<file path="src/rtl/fpg_pkg.sv">
package fpg_pkg;

    // Field order matches the write-data bit positions (bit0 = prog).
    typedef struct packed {
        logic everify;
        logic pverify;
        logic erase;
        logic prog;
    } ctrl_t;

    localparam int CTRL_W = $bits(ctrl_t);

    // A start request is legal only if it asks for one operation and no verify.
    function automatic logic start_conflict(input ctrl_t w);
        return (w.prog && w.erase) ||
               ((w.prog || w.erase) && (w.pverify || w.everify));
    endfunction

endpackage

</file>
<file path="src/rtl/fpg_event_mon.sv">
module fpg_event_mon #(
    parameter int NEV = 5
) (
    input  logic           active_i,
    input  logic           ev_rd_i,
    input  logic           ev_exc_i,
    input  logic           ev_exc_rst_i,
    input  logic           ev_sleep_i,
    input  logic           sw_stby_i,
    input  logic           ev_busloss_i,
    output logic           illegal_o
);
    logic [NEV-1:0] cause;

    always_comb begin
        cause    = '0;
        cause[0] = ev_rd_i;
        cause[1] = ev_exc_i && !ev_exc_rst_i;
        cause[2] = ev_sleep_i;
        cause[3] = sw_stby_i;
        cause[4] = ev_busloss_i;
        illegal_o = active_i && (|cause);
    end

endmodule

</file>
<file path="src/rtl/fpg_reg_file.sv">
module fpg_reg_file
    import fpg_pkg::*;
#(
    parameter int NBLK = 8
) (
    input  logic            clk,
    input  logic            rst_n,
    input  logic            hw_stby_i,
    input  logic            sw_stby_i,
    input  logic            illegal_i,
    input  logic            ctrl_we_i,
    input  ctrl_t           ctrl_wdata_i,
    input  logic            blk_we_i,
    input  logic [NBLK-1:0] blk_wdata_i,
    output ctrl_t           ctrl_o,
    output logic [NBLK-1:0] blk_o,
    output logic            err_o,
    output logic            abort_o
);
    typedef struct packed {
        ctrl_t           ctrl;
        logic [NBLK-1:0] blk;
        logic            err;
        logic            abort;
    } state_t;

    state_t st_d, st_q;

    always_comb begin
        st_d       = st_q;
        st_d.abort = 1'b0;

        if (illegal_i) begin
            st_d.err   = 1'b1;
            st_d.abort = 1'b1;
        end

        if (ctrl_we_i) begin
            st_d.ctrl.pverify = ctrl_wdata_i.pverify;
            st_d.ctrl.everify = ctrl_wdata_i.everify;
            if (!st_q.err) begin
                if (start_conflict(ctrl_wdata_i)) begin
                    st_d.ctrl.prog  = 1'b0;
                    st_d.ctrl.erase = 1'b0;
                end else begin
                    st_d.ctrl.prog  = ctrl_wdata_i.prog;
                    st_d.ctrl.erase = ctrl_wdata_i.erase;
                end
            end
        end

        if (blk_we_i) begin
            st_d.blk = blk_wdata_i;
        end

        if (sw_stby_i) begin
            st_d.ctrl = '0;
            st_d.blk  = '0;
        end

        if (hw_stby_i) begin
            st_d = '0;
        end
    end

    always_ff @(posedge clk or negedge rst_n) begin
        if (!rst_n) begin
            st_q <= '0;
        end else begin
            st_q <= st_d;
        end
    end

    assign ctrl_o  = st_q.ctrl;
    assign blk_o   = st_q.blk;
    assign err_o   = st_q.err;
    assign abort_o = st_q.abort;

    // program and erase are never stored together
    a_r8_not_both: assert property (@(posedge clk) disable iff (!rst_n)
        !(st_q.ctrl.prog && st_q.ctrl.erase));

    // under error, a cleared program/erase bit cannot become set
    a_r7_no_reentry: assert property (@(posedge clk) disable iff (!rst_n)
        (st_q.err && !st_q.ctrl.prog && !st_q.ctrl.erase)
        |=> (!st_q.ctrl.prog && !st_q.ctrl.erase));

    // the flag is sticky until hardware standby
    a_r10_sticky: assert property (@(posedge clk) disable iff (!rst_n)
        (st_q.err && !hw_stby_i) |=> st_q.err);

    // software standby empties the registers
    a_r11_sw_clear: assert property (@(posedge clk) disable iff (!rst_n)
        sw_stby_i |=> (st_q.ctrl == '0 && st_q.blk == '0));

endmodule

</file>
<file path="src/rtl/fpg_guard.sv">
module fpg_guard
    import fpg_pkg::*;
#(
    parameter int NBLK = 8
) (
    input  logic              clk,
    input  logic              rst_n,
    input  logic              hw_stby_i,
    input  logic              sw_stby_i,
    input  logic              ctrl_we_i,
    input  logic [CTRL_W-1:0] ctrl_wdata_i,
    input  logic              blk_we_i,
    input  logic [NBLK-1:0]   blk_wdata_i,
    input  logic              ev_rd_i,
    input  logic              ev_exc_i,
    input  logic              ev_exc_rst_i,
    input  logic              ev_sleep_i,
    input  logic              ev_busloss_i,
    output logic [CTRL_W-1:0] ctrl_q_o,
    output logic [NBLK-1:0]   blk_sel_o,
    output logic              prog_en_o,
    output logic              erase_en_o,
    output logic              pverify_en_o,
    output logic              everify_en_o,
    output logic              err_o,
    output logic              abort_o
);
    ctrl_t ctrl;
    logic  err;
    logic  illegal;
    logic  active;

    assign prog_en_o    = ctrl.prog  && !err;
    assign erase_en_o   = ctrl.erase && !err;
    assign pverify_en_o = ctrl.pverify;
    assign everify_en_o = ctrl.everify;
    assign active       = prog_en_o || erase_en_o;
    assign ctrl_q_o     = ctrl;
    assign err_o        = err;

    fpg_event_mon #(.NEV(5)) u_mon (
        .active_i     (active),
        .ev_rd_i      (ev_rd_i),
        .ev_exc_i     (ev_exc_i),
        .ev_exc_rst_i (ev_exc_rst_i),
        .ev_sleep_i   (ev_sleep_i),
        .sw_stby_i    (sw_stby_i),
        .ev_busloss_i (ev_busloss_i),
        .illegal_o    (illegal)
    );

    fpg_reg_file #(.NBLK(NBLK)) u_regs (
        .clk          (clk),
        .rst_n        (rst_n),
        .hw_stby_i    (hw_stby_i),
        .sw_stby_i    (sw_stby_i),
        .illegal_i    (illegal),
        .ctrl_we_i    (ctrl_we_i),
        .ctrl_wdata_i (ctrl_t'(ctrl_wdata_i)),
        .blk_we_i     (blk_we_i),
        .blk_wdata_i  (blk_wdata_i),
        .ctrl_o       (ctrl),
        .blk_o        (blk_sel_o),
        .err_o        (err),
        .abort_o      (abort_o)
    );

    // abort lasts a single cycle
    a_r6_abort_pulse: assert property (@(posedge clk) disable iff (!rst_n)
        abort_o |=> !abort_o);

    // the flag rises together with the abort pulse
    a_r6_rise_with_abort: assert property (@(posedge clk) disable iff (!rst_n)
        (!err_o && !hw_stby_i) |=> (err_o == abort_o));

    // an abort only follows a live operation
    a_r6_abort_cause: assert property (@(posedge clk) disable iff (!rst_n)
        (!active) |=> !abort_o);

    // strobes outside program/erase never raise the flag
    a_r5_idle_events: assert property (@(posedge clk) disable iff (!rst_n)
        (!active && !err_o) |=> !err_o);

endmodule

</file>
<file path="config.mk">
export PLATFORM = sky130hd
export DESIGN_NAME = fpg_guard
export DESIGN_NICKNAME = d
export VERILOG_FILES = /design/src/rtl/fpg_pkg.sv /design/src/rtl/fpg_event_mon.sv /design/src/rtl/fpg_reg_file.sv /design/src/rtl/fpg_guard.sv
export SDC_FILE = /design/constraint.sdc
export NUM_CORES = 1
export LEC_CHECK = 0
export ABC_AREA = 1
export BUFFER_PORTS_ARGS = -buffer_cell sky130_fd_sc_hd__buf_4
export CAP_MARGIN = 20
export CORE_MARGIN = 2
export CORE_UTILIZATION = 37
export CTS_CLUSTER_SIZE = 25
export DETAILED_ROUTE_END_ITERATION = 7
export GPL_TIMING_DRIVEN = 0
export MAX_ROUTING_LAYER = met4
export PLACE_DENSITY = 0.82
export SKIP_LAST_GASP = 1
export SYNTH_ARGS = -nofsm -noshare
export SYNTH_HDL_FRONTEND = slang
export SYNTH_HIERARCHICAL = 1
export SYNTH_SLANG_ARGS = --single-unit
</file>
<file path="constraint.sdc">
create_clock -name clk -period 0.8 [get_ports clk]
set_input_delay 0.08 -clock clk [delete_from_list [all_inputs] [get_ports clk]]
set_output_delay 0.08 -clock clk [all_outputs]
set_load 0.01 [all_outputs]
</file>
==> metrics.md <==
| Metric | Value |
|---|---|
| CTS buffer count | `3` |
| CTS tree | `yes` |
| Outcome | `finished with violations` |
| N_diodes | `0` |
| Synth Cell Area | `686.9 µm²` |
| Post-Syn Area per Cell | `8.377 µm²` |
| Seq/Total Area, Yosys | `51.00%` |
| Worst slew pin tran | `190.0 ps` |
| WL final | `1.960 mm` |
| Syn_nets | `105` |
| Setup crit end kind | `output port` |
| Synthesized flop and latch total | `14` |
| Syn. warnings | `6` |
| Die X | `47.09 µm` |
| DRC | `0` |
| Worst path cell trace | `inv_2 -> nand2_2 -> inv_2 -> buf_6` |
| Std-Cell Rows | `15` |
| Initial Util | `39.35%` |
| Fin Clk Skew | `0.4766 ps` |
| Number of nets in the layout | `157` |
| Placed Cells | `147` |
| Total Routing Usage GR | `19.13%` |
| Root Driver | `clkbuf_4` |
| Clock net sink count | `14` |
| Final cell count without fillers | `158` |
| ANT nets after route | `0` |
| Largest area contributor in the netlist | `dfrtp_1` |
| Iteration-0 DRC count of the detailed router | `9` |
| Most frequent CP cell | `inv_2` |
| Flop pwr share | `47.2%` |
| Clock transition at path regs | `80 ps` |
| CP startpoint kind | `register` |
| Number of distinct library cells after synthesis | `16` |
| PortBufs | `40` |
| Area growth, synth to finish | `75.41%` |
| Peak Freq | `0.9629 GHz` |
| Clock share of power | `31.1%` |
| CP max-delay cell | `dfrtp_1` |
| CP required | `720 ps` |
| Psw | `0.3948 mW` |
| Switch share | `24.76%` |
| Slew Limit Fails | `0` |
| Core Area | `1745 µm²` |
| Avg Vias per Cell | `4.544` |
| Critical path arrival | `960 ps` |
| Worst-Skew Late Latency | `270 ps` |
| Hold Crit Class | `in -> reg` |
| Num ports | `41` |
| Area contributors post-synth | `dfrtp_1, inv_1, a21oi_1, o21ai_0, nand2_1` |
| WL/cell | `12.41 µm` |
| Crit-path max cell delay | `400 ps` |
| RSZ-0062 raised after global routing | `yes` |
| Vias post-DR | `718` |
| Initial antenna violation count | `0` |
| CTS H-tree lvls | `1` |
| Yosys top cell area share | `51.00%` |
| P_int | `1.200 mW` |
| Die height | `47.09 µm` |
| # Max-Cap Violations | `0` |
| Clock Tree Buf Depth | `2` |
| CP Max Fanout | `2` |
| Crit Path Category | `reg -> out` |
| First-pass GRT wire length | `2.877 mm` |
| Die area | `2217 µm²` |
| Max-slew headroom | `87.33%` |
| Share of layout cells above drive strength 1 | `52.63%` |
| Hold slack | `33.61 ps` |
| Vias in the first global route | `737` |
| RD Place Congestion | `0.7088` |
| GR Overflow Total | `0` |
| Final setup margin | `-238.5 ps` |
| Final Hold Viols | `0` |
| Failing checks | `negative setup slack` |
| Placed wire-length estimate after detailed placement | `1.286 mm` |
| Final min period | `1039 ps` |
| Largest net degree at the start of global routing | `15` |
| Post-Place Worst Slack | `-137.2 ps` |
| Post-Synthesis Cells | `82` |
| Tcrit/Tclk final | `129.8%` |
| DR pass1 iterations | `4` |
| Setup violators final | `23` |
| Pwr per Cell Area | `1323 nW/µm²` |
| Max VDD drop | `1027 µV` |
| Leakage | `0.6739 nW` |
| Combinational share of power | `21.7%` |
-- metal layers --
metal / vias to the layer above / global-route usage [%] / part of all wire, %
met2: 34 / 33.70 / 53
met4: 0 / 9.444 / 0.51
met1: 328 / 19.85 / 39
li1: 354 / - / -
met5: - / - / 0
met3: 2 / 4.231 / 7.9
-- worst max-delay path, delay by kind of cell (launching register included) --
| kind | cells | cell delay [ps] |
|---|---|---|
| AND/OR/NAND/NOR | 1 | 70 |
| buffers and inverters | 3 | 220 |
| flip-flops | 1 | 400 |
-- through the flow --
step | total power [mW] | area, µm² | TNS, ps | utilization, %
CTS | 1.596 | 1175 | -2957 | 67.31
global placement | 1.035 | 1018 | -253.0 | 58.35
finish | 1.595 | 1205 | -2935 | 69.03
detailed placement | 1.046 | 1018 | -425.1 | 58.35
floorplan | 0.8704 | 686.9 | -264.0 | -
global route | 1.691 | 1205 | -4088 | 69.03
-- layout by cell type, fill, tap and decap left out, types with 4 or more instances in the layout --
cell type and count:
o21ai_0 4, inv_2 5, buf_6 20, a21oi_1 8, dfrtp_1 14, a21oi_2 4
inv_1 14, nand2_1 10, nor2_1 4, buf_4 28
-- power groups by stage --
stage	Sequential, mW	Clock [mW]	Combinational, mW
finish	0.753	0.496	0.345
CTS	0.752	0.517	0.327
global placement	0.762	0	0.274
floorplan	0.774	0	0.0966
global route	0.757	0.559	0.376
detailed placement	0.763	0	0.282
-- final timing paths --
| check | startpoint | endpoint | slack (ps) | cells after the start |
|---|---|---|---|---|
| setup reg to reg | u_regs/err_o | u_regs/ctrl_o[1] | -220 | 6 |
| setup / recovery | u_regs/err_o | prog_en_o | -240 | 4 |
| hold / removal | blk_wdata_i[7] | u_regs/blk_o[7] | 30 | 3 |
| max in group asynchronous | rst_n | u_regs/abort_o | 420 | 2 |
| hold reg to reg | u_regs/blk_o[6] | u_regs/blk_o[6] | 580 | 2 |
| min in group asynchronous | rst_n | u_regs/ctrl_o[2] | 210 | 2 |
-- cell usage after synthesis (all sizes together) --
cell / number
a21oi: 12
inv: 20
nand2: 14
o21ai: 10
nand3: 3
buf: 3
nor2: 5
dfrtp: 14
or2: 1
-- area by class of cell --
class                   instances  area (µm²)
well taps                      25       31.28
multi-input cells              45       254.0
plain buffers                   3       33.78
fillers                       127       540.5
flip-flops and latches         14       350.3
repair buffers                 47       421.7
inverters                      20       77.57
clock buffers                   4       36.28
-- repair_timing --
item | 4_1_cts | 5_1_grt
hold buffers | 2 | 0
pin swaps | 3 | 0
endpoints found under the hold margin | 16 | 0
setup buffers | 4 | 1
gates resized for setup | 22 | 9
setup endpoints to repair | 22 | 28
-- registers in the layout (all words and copies together) (netlist names) --
name / cells
u_regs/err_o: 1
u_regs/ctrl_o: 4
u_regs/blk_o: 8
u_regs/abort_o: 1
-- cell families (layout without fill, tap and decap cells) --
logic type	Yosys count	in the layout	share of synthesized area [%]
buffers and inverters	23	74	15.12
AND/OR/NAND/NOR	23	23	15.67
flip-flops	14	14	51.00
AO/OA/AOI/OAI	22	22	18.22
No activity file was read; power rests on OpenSTA's default activity.
